**config.mk**
```make
export PLATFORM = sky130hd
export DESIGN_NAME = snoop_cache_ctrl
export DESIGN_NICKNAME = d
export VERILOG_FILES = /design/src/rtl/snc_pkg.sv /design/src/rtl/snc_rst_sync.sv /design/src/rtl/snc_line_store.sv /design/src/rtl/snc_snoop_match.sv /design/src/rtl/snoop_cache_ctrl.sv
export SDC_FILE = /design/constraint.sdc
export NUM_CORES = 1
export LEC_CHECK = 0
export ABC_AREA = 1
export BUFFER_PORTS_ARGS = -buffer_cell sky130_fd_sc_hd__buf_2
export CAP_MARGIN = 5
export CORE_ASPECT_RATIO = 0.9
export CORE_MARGIN = 3
export CORE_UTILIZATION = 50
export DETAILED_ROUTE_END_ITERATION = 12
export PLACE_DENSITY = 0.74
export SLEW_MARGIN = 25
export SYNTH_ARGS = -nofsm -noshare
export SYNTH_HDL_FRONTEND = slang
export SYNTH_SLANG_ARGS = --single-unit
```
**constraint.sdc**
```tcl
create_clock -name clk -period 3.2 [get_ports clk]
set_clock_uncertainty 0.15 [all_clocks]
set_input_delay 0.16 -clock clk [delete_from_list [all_inputs] [get_ports clk]]
set_output_delay 0.16 -clock clk [all_outputs]
set_load 0.1 [all_outputs]
```
**src/rtl/snc_pkg.sv**
```systemverilog
package snc_pkg;
  typedef enum logic [1:0] {
    LN_INV = 2'b00,
    LN_SHD = 2'b01,
    LN_EXC = 2'b10
  } line_st_e;

  typedef enum logic [1:0] {
    BC_RD  = 2'b00,
    BC_RDX = 2'b01,
    BC_INV = 2'b10,
    BC_WB  = 2'b11
  } bus_cmd_e;

  typedef enum logic [2:0] {
    C_IDLE,
    C_WBREQ,
    C_MISSREQ,
    C_FILL,
    C_INVREQ
  } ctl_st_e;
endpackage

```
**src/rtl/snc_rst_sync.sv**
```systemverilog
module snc_rst_sync (
  input  logic clk,
  input  logic arst_n,
  output logic srst_n
);
  logic meta_q;

  always_ff @(posedge clk or negedge arst_n) begin
    if (!arst_n) begin
      meta_q <= 1'b0;
      srst_n <= 1'b0;
    end else begin
      meta_q <= 1'b1;
      srst_n <= meta_q;
    end
  end
endmodule

```
**src/rtl/snc_line_store.sv**
```systemverilog
module snc_line_store #(
  parameter int LINES = 4,
  parameter int TAGW  = 6,
  parameter int DW    = 16,
  localparam int IDXW = $clog2(LINES)
) (
  input  logic                         clk,
  input  logic                         rst_n,
  input  logic                         c_we_st,
  input  logic                         c_we_tag,
  input  logic                         c_we_data,
  input  logic [IDXW-1:0]              c_idx,
  input  logic [1:0]                   c_st,
  input  logic [TAGW-1:0]              c_tag,
  input  logic [DW-1:0]                c_data,
  input  logic                         s_we,
  input  logic [IDXW-1:0]              s_idx,
  input  logic [1:0]                   s_st,
  output logic [LINES-1:0][1:0]        st_o,
  output logic [LINES-1:0][TAGW-1:0]   tag_o,
  output logic [LINES-1:0][DW-1:0]     data_o
);
  import snc_pkg::*;

  for (genvar g = 0; g < LINES; g++) begin : g_line
    logic sel_s, sel_c;
    assign sel_s = s_we && (s_idx == IDXW'(g));
    assign sel_c = c_idx == IDXW'(g);

    // snoop updates take priority over processor-side updates
    always_ff @(posedge clk or negedge rst_n) begin
      if (!rst_n)                st_o[g] <= LN_INV;
      else if (sel_s)            st_o[g] <= s_st;
      else if (c_we_st && sel_c) st_o[g] <= c_st;
    end

    always_ff @(posedge clk) begin
      if (c_we_tag && sel_c)  tag_o[g]  <= c_tag;
      if (c_we_data && sel_c) data_o[g] <= c_data;
    end
  end
endmodule

```
**src/rtl/snc_snoop_match.sv**
```systemverilog
module snc_snoop_match #(
  parameter int LINES = 4,
  parameter int AW    = 8,
  parameter int DW    = 16,
  localparam int IDXW = $clog2(LINES),
  localparam int TAGW = AW - IDXW
) (
  input  logic                       snp_valid,
  input  logic [1:0]                 snp_cmd,
  input  logic [AW-1:0]              snp_addr,
  input  logic [LINES-1:0][1:0]      st_i,
  input  logic [LINES-1:0][TAGW-1:0] tag_i,
  input  logic [LINES-1:0][DW-1:0]   data_i,
  output logic                       supply,
  output logic                       abort,
  output logic [DW-1:0]              data_o,
  output logic                       upd_we,
  output logic [IDXW-1:0]            upd_idx,
  output logic [1:0]                 upd_st
);
  import snc_pkg::*;

  logic [1:0] st;
  logic       hit;

  assign upd_idx = snp_addr[IDXW-1:0];
  assign st      = st_i[upd_idx];
  assign hit     = (st != LN_INV) && (tag_i[upd_idx] == snp_addr[AW-1:IDXW]);
  assign data_o  = data_i[upd_idx];
  assign abort   = supply;

  always_comb begin
    supply = 1'b0;
    upd_we = 1'b0;
    upd_st = LN_INV;
    if (snp_valid && hit) begin
      case (snp_cmd)
        BC_RD: if (st == LN_EXC) begin
          supply = 1'b1;
          upd_we = 1'b1;
          upd_st = LN_SHD;
        end
        BC_RDX: begin
          supply = (st == LN_EXC);
          upd_we = 1'b1;
        end
        BC_INV:  upd_we = 1'b1;
        default: ;
      endcase
    end
  end
endmodule

```
**src/rtl/snoop_cache_ctrl.sv**
```systemverilog
module snoop_cache_ctrl #(
  parameter int AW    = 8,
  parameter int DW    = 16,
  parameter int LINES = 4
) (
  input  logic          clk,
  input  logic          rst_n,
  input  logic          cpu_req,
  input  logic          cpu_we,
  input  logic [AW-1:0] cpu_addr,
  input  logic [DW-1:0] cpu_wdata,
  output logic          cpu_ready,
  output logic [DW-1:0] cpu_rdata,
  output logic          bus_req,
  input  logic          bus_gnt,
  output logic          mst_valid,
  output logic [1:0]    mst_cmd,
  output logic [AW-1:0] mst_addr,
  output logic [DW-1:0] mst_data,
  input  logic          fill_valid,
  input  logic [DW-1:0] fill_data,
  input  logic          snp_valid,
  input  logic [1:0]    snp_cmd,
  input  logic [AW-1:0] snp_addr,
  output logic          snp_supply,
  output logic          snp_abort,
  output logic [DW-1:0] snp_data
);
  import snc_pkg::*;

  localparam int IDXW = $clog2(LINES);
  localparam int TAGW = AW - IDXW;

  logic                       srst_n;
  logic [LINES-1:0][1:0]      st_v;
  logic [LINES-1:0][TAGW-1:0] tag_v;
  logic [LINES-1:0][DW-1:0]   data_v;

  logic            s_we;
  logic [IDXW-1:0] s_idx;
  logic [1:0]      s_st;

  logic            wr_st, wr_tag, wr_data;
  logic [1:0]      n_st;
  logic [DW-1:0]   n_data;

  logic [IDXW-1:0] c_idx;
  logic [TAGW-1:0] c_tag;
  logic [1:0]      c_st;
  logic            c_hit, c_dirty;

  ctl_st_e state_q, state_d;

  snc_rst_sync u_rst (.clk(clk), .arst_n(rst_n), .srst_n(srst_n));

  snc_line_store #(.LINES(LINES), .TAGW(TAGW), .DW(DW)) u_store (
    .clk(clk), .rst_n(srst_n),
    .c_we_st(wr_st), .c_we_tag(wr_tag), .c_we_data(wr_data),
    .c_idx(c_idx), .c_st(n_st), .c_tag(c_tag), .c_data(n_data),
    .s_we(s_we), .s_idx(s_idx), .s_st(s_st),
    .st_o(st_v), .tag_o(tag_v), .data_o(data_v)
  );

  snc_snoop_match #(.LINES(LINES), .AW(AW), .DW(DW)) u_snoop (
    .snp_valid(snp_valid), .snp_cmd(snp_cmd), .snp_addr(snp_addr),
    .st_i(st_v), .tag_i(tag_v), .data_i(data_v),
    .supply(snp_supply), .abort(snp_abort), .data_o(snp_data),
    .upd_we(s_we), .upd_idx(s_idx), .upd_st(s_st)
  );

  assign c_idx     = cpu_addr[IDXW-1:0];
  assign c_tag     = cpu_addr[AW-1:IDXW];
  assign c_st      = st_v[c_idx];
  assign c_hit     = (c_st != LN_INV) && (tag_v[c_idx] == c_tag);
  assign c_dirty   = c_st == LN_EXC;
  assign cpu_rdata = data_v[c_idx];

  // next-state and output decode
  always_comb begin
    state_d   = state_q;
    cpu_ready = 1'b0;
    bus_req   = 1'b0;
    mst_valid = 1'b0;
    mst_cmd   = BC_RD;
    mst_addr  = cpu_addr;
    mst_data  = data_v[c_idx];
    wr_st     = 1'b0;
    wr_tag    = 1'b0;
    wr_data   = 1'b0;
    n_st      = LN_INV;
    n_data    = cpu_wdata;
    case (state_q)
      C_IDLE: if (cpu_req && !snp_valid) begin
        if (c_hit) begin
          if (!cpu_we) cpu_ready = 1'b1;
          else if (c_dirty) begin
            cpu_ready = 1'b1;
            wr_data   = 1'b1;
          end else state_d = C_INVREQ;
        end else if (c_dirty) state_d = C_WBREQ;
        else                  state_d = C_MISSREQ;
      end
      C_WBREQ: begin
        bus_req  = 1'b1;
        mst_cmd  = BC_WB;
        mst_addr = {tag_v[c_idx], c_idx};
        if (bus_gnt) begin
          if (c_dirty && !c_hit) begin
            mst_valid = 1'b1;
            wr_st     = 1'b1;
            state_d   = C_MISSREQ;
          end else state_d = C_IDLE;
        end
      end
      C_MISSREQ: begin
        bus_req = 1'b1;
        mst_cmd = cpu_we ? BC_RDX : BC_RD;
        if (bus_gnt) begin
          mst_valid = 1'b1;
          state_d   = C_FILL;
        end
      end
      C_FILL: begin
        bus_req = 1'b1;
        if (fill_valid) begin
          wr_st   = 1'b1;
          wr_tag  = 1'b1;
          wr_data = 1'b1;
          n_st    = cpu_we ? LN_EXC : LN_SHD;
          n_data  = fill_data;
          state_d = C_IDLE;
        end
      end
      C_INVREQ: begin
        bus_req = 1'b1;
        mst_cmd = BC_INV;
        if (bus_gnt) begin
          if (c_hit && c_st == LN_SHD) begin
            mst_valid = 1'b1;
            wr_st     = 1'b1;
            n_st      = LN_EXC;
          end
          state_d = C_IDLE;
        end
      end
      default: state_d = C_IDLE;
    endcase
  end

  always_ff @(posedge clk or negedge srst_n) begin
    if (!srst_n) state_q <= C_IDLE;
    else         state_q <= state_d;
  end
endmodule

```
# Yosys cells after proc, flatten, opt, wreduce, memory -nomap -nowiden
# Cells that the tools add are included.
# W data, S select, Z words.
# op_classes
n_lt_le_gt_ge,2
eq_ne,24
mux,68
reduce_logical,37
# op_table
op,count
$bmux W16 S2,2
$mux W16,4
$mux W2,18
$bmux W6 S2,2
$mux W3,8
$logic_and A1 B1 Y1,22
$mux W1,21
$pmux W3 S5,1
$eq A2 B2 Y1 const B,7
$eq A6 B6 Y1,2
$mux W6,2
$reduce_bool A2 Y1,6
$ne A2 B2 Y1 const B,5
$bmux W2 S2,2
$eq A2 B1 Y1 const B,4
$mux W8,1
$reduce_and A7 Y1,1
$eq A3 B2 Y1 const B,2
$logic_not A2 Y1,3
$lt A2 B3 Y1 const B,2
$ne A3 B3 Y1 const B,2
$pmux W1 S2,3
$pmux W1 S3,2
$pmux W2 S3,1
other kinds (7),8
# totals
ff_bits,101
out_inout_bits,63
wordCells,146

# Depth between registers and ports, before layout
# Gate-level depths: netlist (run 1).
# depth
depth_word,12
ltp_mapped,17
depth_no_buf,16

# Cells and area by module
# Synthesis (run 1) repeated with hierarchy kept, for this count alone.
# unflattened
cells_unflattened,706
hier_area_um2,5829.3
# modules_own_cells
mod,instances,cells_each,area_each_um2,seq_area_each_um2
snc_line_store,1,174,3235.6,2842.7
snoop_cache_ctrl,1,329,1582.8,75.1
snc_snoop_match,1,200,957.2,0.0
snc_rst_sync,1,3,53.8,50.0

# Worst setup path before layout (run 1)
# Ideal clock, no wire load.
# synth_path
path_kind,register -> output
start,register u_store.st_o[7] in the netlist's numbering
end,output mst_valid
arrival_ps,3220
t_required_ps,2890
path_slack_ps,-330
stages_incl_launch_ff,12
path_buffers,0
path_cell_list,dfrtp_1 > nand3_1 > nand2_1 > nor2_1 > nand2_1 > nand3_1 > nor2_1 > nand3_1 > nand3_1 > nand2_1 > inv_1 > o21ai_0
# synth_between
elab_chain_cells,9
# synth_lines
element,line,rtl
from (decl),snc_line_store.sv:19,"output logic [LINES-1:0][1:0] st_o,"
"from (signal, indexed assignment)",snc_line_store.sv:33,else if (sel_s) st_o[g] <= s_st;
"from (signal, indexed assignment)",snc_line_store.sv:34,else if (c_we_st && sel_c) st_o[g] <= c_st;
$bmux W2 S2 (*),snoop_cache_ctrl.sv:73,assign c_st = st_v[c_idx];
$mux W2 (implied by the code) (*),snoop_cache_ctrl.sv:73,
$reduce_bool A2 Y1,snoop_cache_ctrl.sv:74,assign c_hit = (c_st != LN_INV) && (tag_v[c_idx] == c_tag);
$logic_and A1 B1 Y1,snoop_cache_ctrl.sv:74,
$logic_not A1 Y1,snoop_cache_ctrl.sv:108,if (c_dirty && !c_hit) begin
$logic_and A1 B1 Y1,snoop_cache_ctrl.sv:108,
$mux W1,snoop_cache_ctrl.sv:108,
$mux W1,snoop_cache_ctrl.sv:107,if (bus_gnt) begin
$pmux W1 S3 (*),snoop_cache_ctrl.sv:92,case (state_q)
to (decl),snoop_cache_ctrl.sv:16,"output logic mst_valid,"
# Mark *: on every way between the ends. The rest lies on a longest branch, timed or not. The select of a mux whose other input is x is not followed.

# Final worst setup path (run 1)
# layout_path
start,register u_store.tag_o[3] in the netlist's numbering
end,output mst_valid
# layout_between
elab_chain_cells,9
# layout_lines
element,line,rtl
from (decl),snc_line_store.sv:20,"output logic [LINES-1:0][TAGW-1:0] tag_o,"
"from (signal, indexed assignment)",snc_line_store.sv:38,if (c_we_tag && sel_c) tag_o[g] <= c_tag;
$bmux W6 S2 (*),snoop_cache_ctrl.sv:74,
$mux W6 (implied by the code) (*),snoop_cache_ctrl.sv:74,
$eq A6 B6 Y1 (*),snoop_cache_ctrl.sv:74,
$logic_and A1 B1 Y1 (*),snoop_cache_ctrl.sv:74,
$logic_not A1 Y1,snoop_cache_ctrl.sv:108,
$logic_and A1 B1 Y1,snoop_cache_ctrl.sv:108,
$mux W1,snoop_cache_ctrl.sv:108,
$mux W1,snoop_cache_ctrl.sv:107,
$pmux W1 S3 (*),snoop_cache_ctrl.sv:92,
# Marks and branches as above.

==> impl_metrics.yaml, run 1 <==
outcome:
  status: "complete, but fails checks"
  violations: "negative hold slack"
logic_synthesis:
  syn_nets: 699
  synthCells: 639
  synth-edff-count: 88
  synthTopCellsByCount: "215 x nand2_1, 88 x edfxtp_1, 77 x inv_1"
  synth-seq-area-share_pct: 52.49
  synth_top_area_share_pct: 46.74
  yosys_warnings: 0
  avgSynthCellArea_um2: 8.848
  async_reset_ff_share_pct: 12.87
  synthDistinctLibCells: 34
  synth_ff_type: "edfxtp_1"
  yosysMostFrequentCell: "nand2_1"
  ys_ff_latch: 101
  synth_area_leader_cell: "edfxtp_1"
  netlist_area_mm2: 0.005654
  synth_area_leaders: "edfxtp_1 47%, nand2_1 14%, dfrtp_1 5.8%, inv_1 5.1%, o221ai_1 4.8%"
worst_setup_path:
  cp_max_fo: 4
  crit_arrival_ps: 2390
  crit_path_end_kind: "output port"
  critPathKind: "register to output port"
  worstReg2RegStart: "u_store.tag_o[10]"
  r2r-end: "u_store.data_o[35]"
  rr_worst_depth: 12
  cp-start-kind: "register"
  worstPathRequired_ps: 2890
  rrSetupSlack_ps: 530
die:
  core-area_mm2: 0.01095
  num_rows: 36
  die_w_um: 118.1
  dieArea_mm2: 0.01262
  dieHeight_um: 106.9
  initial_core_util_pct: 51.66
  pin_count: 120
cells_and_area:
  areaGrowthSynthToFinish_pct: 19.61
  final_area_mm2: 0.006763
  fin_nets: 812
  drive_gt1_share_pct: 24.70
  fillCellCount: 948
  antenna_cells: 0
global_route:
  grt_start_max_net_pins: 27
  grt_pass1_wl_um: 23680
  overflow: 0
  antenna_found_initial: 0
  track_usage_pct: 23.83
  grt_pass1_vias: 4730
worst_hold_path:
  hold_path_end: "u_store.data_o[41]"
  hold_path_depth: 3
  holdCritStartpoint: "cpu_wdata[9]"
  hp-class: "primary input to register"
route:
  post-route-drc-count: 0
  ant_nets: 0
  vias: 4932
  wl_um: 14820
  first_pass_iters: 5
  drt_iter0_markers: 394
  via_per_inst: 5.426
  wl_per_cell_um: 16.30
placed_design:
  numPortBuffers: 119
  gp_congestion: 0.9262
  post_dp_cell_area_mm2: 0.006347
  hpwl_um: 10510
  pre_cts_slack_ps: 267.7
clock_network:
  clk_pin_slew_worst_paths_ps: 70
  ctsHtreeMaxLevel: 3
  cts_hold_buf: 10
  cts_tree: "done"
  cts.sink_count: 101
  postCtsResizedCells: 0
  cts_root_buf: "clkbuf_16"
  cts_buffer_depth: 2
  cts_post_setup_buffers_inserted: 0
  worstSkewPairLatency_ps: 350
  cts_made_buffers: 9
power:
  ir_worst_vdd_uv: 460.1
  power.total_mw: 4.540
  p_leak_nw: 3.193
  power_density_mw_per_mm2: 671.3
sta:
  setup_slack_ps: 502.3
  worst_pin_slew_ps: 744.0
  setup_viol: 0
  clock.fmax_mhz: 370.7
  fin_crit_ps: 2698
  final_max_slew_viol_count: 0
  fin_crit_sh_pct: 84.30
  tns_ps: 0
  rsz0062_at_grt: "false"
  hold_slack_ps: -0.3826
  finalHoldViolations: 4
  max_slew_margin_pct: 50.22
run:
  max_cap_viol_count: 0
==> cell type report <==
cell class              count  area (um2)  area share (%)
clock inverters             7       90.09           1.332
well taps                 152       190.2           2.812
flip-flops and latches    101        2968           43.89
repair buffers            142       838.3           12.40
inverters                  86       322.8           4.773
clock buffers               9       225.2           3.330
multi-input cells         412        2128           31.47
==> layout by cell type, fill, tap and decap left out <==
cell             n
a21oi_1          4
a21oi_2          8
a221oi_1         1
a22oi_1         31
a22oi_2          1
buf_12           3
buf_2          116
buf_4           13
bufinv_16        1
clkbuf_16        9
clkinv_1         1
clkinv_8         1
conb_1           1
dfrtp_1         13
dlygate4sd3_1   10
edfxtp_1        88
ha_1             3
inv_1           77
inv_2            9
inv_6            2
inv_8            2
nand2_1        215
nand2_2          2
nand2_4          1
nand3_1         35
nand3_2          5
nand4_1          6
nor2_1          26
nor2_2          10
nor2_4           2
nor2_8           2
nor3_1           1
nor4_1           1
o2111a_1         1
o2111ai_1        1
o21ai_0         11
o21ai_1         11
o221ai_1        31
o22ai_1          1
o31ai_1          1
==> routing by layer <==
| metal | part of all wire, % | track usage, % | up-vias | wire [um] |
|---|---|---|---|---|
| met5 | 0 | 0 | - | 0 |
| met4 | 0.92 | 5.439 | 0 | 136 |
| met3 | 7.4 | 5.063 | 12 | 1092 |
| met2 | 51 | 43.33 | 214 | 7591 |
| met1 | 40 | 29.21 | 2327 | 5998 |
| li1 | - | - | 2379 | - |
==> how the worst max path moves through the flow <==
stage,depth (start not counted),end,from,slack [ps]
2_1_floorplan,5,mst_addr[2],state_q[1],-20
3_3_place_gp,14,u_store.data_o[36],cpu_addr[0],420
3_5_place_dp,14,u_store.data_o[35],cpu_addr[0],270
4_1_cts,12,u_store.data_o[47],u_store.tag_o[9],540
5_1_grt,12,u_store.data_o[47],u_store.tag_o[9],350
6_report,13,mst_valid,u_store.tag_o[3],500
==> critical path: stages, from the launching register on <==
cell,delay (ps)
edfxtp_1,320
inv_1,40
o21ai_0,220
nand2_1,130
nand2_1,110
nand2_1,60
nand2_1,60
nor2_1,40
nand3_1,190
nand3_1,100
nand2_1,90
inv_1,50
o21ai_1,170
buf_2,460
==> per-stage QoR <==
stage | util [%] | cells | hold slack, ps
5_1_grt | 61.79 | 909 | 20.98
2_1_floorplan | - | 639 | -285.6
3_5_place_dp | 57.99 | 883 | -201.7
3_3_place_gp | 57.99 | 883 | -202.9
4_1_cts | 61.79 | 909 | 1.109
6_report | 61.79 | 909 | -0.3826
==> flip-flops by register name, summed over array words and instances (netlist names) <==
| signal | cells |
|---|---|
| u_rst.srst_n | 1 |
| u_store.st_o | 8 |
| u_store.data_o | 64 |
| state_q | 3 |
| u_rst.meta_q | 1 |
| u_store.tag_o | 24 |
==> power by group <==
part | leakage (nW) | internal [mW] | switching [mW]
clock | 0.155 | 0.628 | 0.530
combinational | 2.07 | 0.308 | 1.45
sequential | 0.966 | 1.57 | 0.0543
==> cells by family (layout without fill, tap and decap cells) <==
family | after synthesis | in the layout | synth area share (%)
buf+inv | 126 | 244 | 10.18
other cells | 1 | 1 | 0.06632
compound gates | 102 | 102 | 13.17
fa+ha+maj | 3 | 3 | 0.6639
flops | 101 | 101 | 52.49
simple gates | 306 | 306 | 23.43
No activity file was read; power rests on OpenSTA's default activity.
==> run 2: changes to the inputs <==
--- a/config.mk
+++ b/config.mk
@@ -12,7 +12,7 @@
 export CORE_MARGIN = 3
 export CORE_UTILIZATION = 50
 export DETAILED_ROUTE_END_ITERATION = 12
-export PLACE_DENSITY = 0.74
+export PLACE_DENSITY = 0.77
 export SLEW_MARGIN = 25
 export SYNTH_ARGS = -nofsm -noshare
 export SYNTH_HDL_FRONTEND = slang
==> constraint.sdc (replaced) <==
create_clock -name clk -period 2.4 [get_ports clk]
set_clock_uncertainty 0.15 [all_clocks]
set_input_delay 0.12 -clock clk [delete_from_list [all_inputs] [get_ports clk]]
set_output_delay 0.12 -clock clk [all_outputs]
set_load 0.1 [all_outputs]
==> run 2 against run 1 <==
Net effect:
- the flow finishes with violations (negative setup slack)
- cell count is 6.4% higher
- routed wire length is 19% higher
- critical path depth stayed put
- clock power is 24% higher
- largest cell class unchanged
- largest power group unchanged
==> impl_metrics.yaml, run 2 (synthesized netlist as in run 1, its figures left out) <==
clock_network:
  cts_tree: "done"
  cts_made_buffers: 9
  worstSkewPairLatency_ps: 350
  cts.sink_count: 101
  cts_root_buf: "clkbuf_16"
  cts_buffer_depth: 2
  clk_pin_slew_worst_paths_ps: 70
  ctsHtreeMaxLevel: 3
sta:
  finalHoldViolations: 0
  worst_pin_slew_ps: 813.6
  fin_crit_ps: 2439
  clock.fmax_mhz: 410.0
  setup_viol: 16
  rsz0062_at_grt: "true"
  max_slew_margin_pct: 45.70
  final_max_slew_viol_count: 0
  tns_ps: -269.1
  fin_crit_sh_pct: 101.6
  setup_slack_ps: -38.74
placed_design:
  numPortBuffers: 119
  hpwl_um: 11650
  gp_congestion: 0.9723
run:
  max_cap_viol_count: 0
route:
  via_per_inst: 5.628
  drt_iter0_markers: 531
  ant_nets: 0
  first_pass_iters: 5
  post-route-drc-count: 0
  wl_um: 17610
  vias: 5442
  wl_per_cell_um: 18.21
global_route:
  grt_pass1_vias: 5380
  antenna_found_initial: 0
  overflow: 0
  grt_pass1_wl_um: 27010
  track_usage_pct: 27.43
  grt_start_max_net_pins: 27
worst_hold_path:
  hp-class: "primary input to register"
cells_and_area:
  top_register: "u_store.data_o"
  areaGrowthSynthToFinish_pct: 46.23
  reg_top3: "u_store.data_o (64), u_store.tag_o (24), u_store.st_o (8)"
  fin_nets: 870
  largest_register_ffs: 64
  drive_gt1_share_pct: 32.52
  antenna_cells: 0
  fillCellCount: 715
  most-common-layout-cells: "204 x nand2_1, 88 x edfxtp_1, 76 x inv_1"
  final_common_cell: "nand2_1"
worst_setup_path:
  crit_arrival_ps: 2360
  cp_common_cell: "nand2_1"
  crit_path_end_kind: "register"
  crit_slowest_cell: "edfxtp_1"
  cp-start-kind: "register"
  slowest_delay_ps: 410
  worstPathRequired_ps: 2320
  critPathKind: "register to register"
  path_cells: "nand2_1 -> o21ai_0 -> nand2_1 -> nand2_2 -> nand2_1 -> nand2_1 -> nor2_2 -> nand3_2 -> nor2_4 -> o2111ai_2 -> buf_6 -> a21oi_4 -> clkbuf_16"
  cp_max_fo: 8
die:
  dieHeight_um: 106.9
  dieArea_mm2: 0.01262
  core-area_mm2: 0.01095
  initial_core_util_pct: 51.66
  pin_count: 120
  die_w_um: 118.1
  num_rows: 36
power:
  ir_worst_vdd_uv: 559.2
  p_leak_nw: 3.736
  power.total_mw: 6.531
  power_density_mw_per_mm2: 789.9
outcome:
  violations: "negative setup slack"
  status: "complete, but fails checks"
==> run 2: changes by cell type in the layout (fill, tap and decap cells not counted), sizes merged <==
cell	delta
bufinv	-1
clkinv	+1
clkbuf	+1
dlygate4sd3	+19
buf	+38
inv	-1
clkinvlp	+1
==> run 2: routing by layer <==
| layer | routed length, um | vias up | GRT usage (%) |
|---|---|---|---|
| met3 | 1601 | 36 | 6.382 |
| met2 | 9355 | 289 | 50.75 |
| met5 | 0 | - | 0 |
| li1 | - | 2497 | - |
| met1 | 6284 | 2620 | 31.04 |
| met4 | 368 | 0 | 9.791 |
==> run 2: where the power goes <==
part	switching (mW)	leakage, nW	total [mW]	internal (mW)
logic	2.12	2.62	2.93	0.808
clock network	0.701	0.146	1.44	0.735
registers	0.0776	0.966	2.17	2.09
==> run 2: through the flow <==
stage	utilization (%)	hold slack [ps]	setup WS, ps	area [um2]	instances
after CTS	73.88	0.5080	5.200	8087	957
after detailed placement	67.88	-243.2	-80.96	7430	907
final	75.54	5.645	-38.74	8268	967
after global routing	75.54	14.74	-133.9	8268	967
after global placement	67.88	-244.0	24.78	7430	907
after floorplan	-	-325.6	-685.4	5769	639
==> run 2: what timing repair did <==
action                     CTS  global route
buffers inserted             5             9
gates cloned                 0             1
hold buffers                29             0
hold endpoints to repair    71             0
resized for setup           10            19
pin swaps                    8            15
setup endpoints to repair   21            74
==> run 2: final timing paths <==
check / startpoint / depth (start not counted) / slack (ps) / end
worst max-delay path: u_store.tag_o[10] / 13 / -40 / u_store.data_o[59]
worst min-delay path: cpu_wdata[9] / 3 / 6 / u_store.data_o[57]
min in group asynchronous: u_rst.srst_n / 0 / 40 / u_store.st_o[1]
worst max register to register: u_store.tag_o[10] / 13 / -40 / u_store.data_o[59]
max in group asynchronous: rst_n / 3 / 1520 / u_rst.srst_n
worst min register to register: u_rst.srst_n / 0 / 40 / u_store.st_o[1]
==> run 2: layout make-up <==
| type | count | area [um2] | area share (%) |
|---|---|---|---|
| clock inverter | 7 | 71.32 | 0.8626 |
| inverter | 86 | 326.6 | 3.950 |
| multi-input combinational | 412 | 2333 | 28.22 |
| timing repair buffer | 200 | 2153 | 26.04 |
| tap | 152 | 190.2 | 2.300 |
| sequential | 101 | 2968 | 35.90 |
| clock buffer | 9 | 225.2 | 2.724 |
==> run 2: worst max-delay path, delay by kind of cell, from the launching register on <==
family | cells | cell delay, ps
AO/OA/AOI/OAI | 3 | 410
AND/OR/NAND/NOR | 8 | 810
flip-flops | 1 | 410
buffers and inverters | 2 | 380
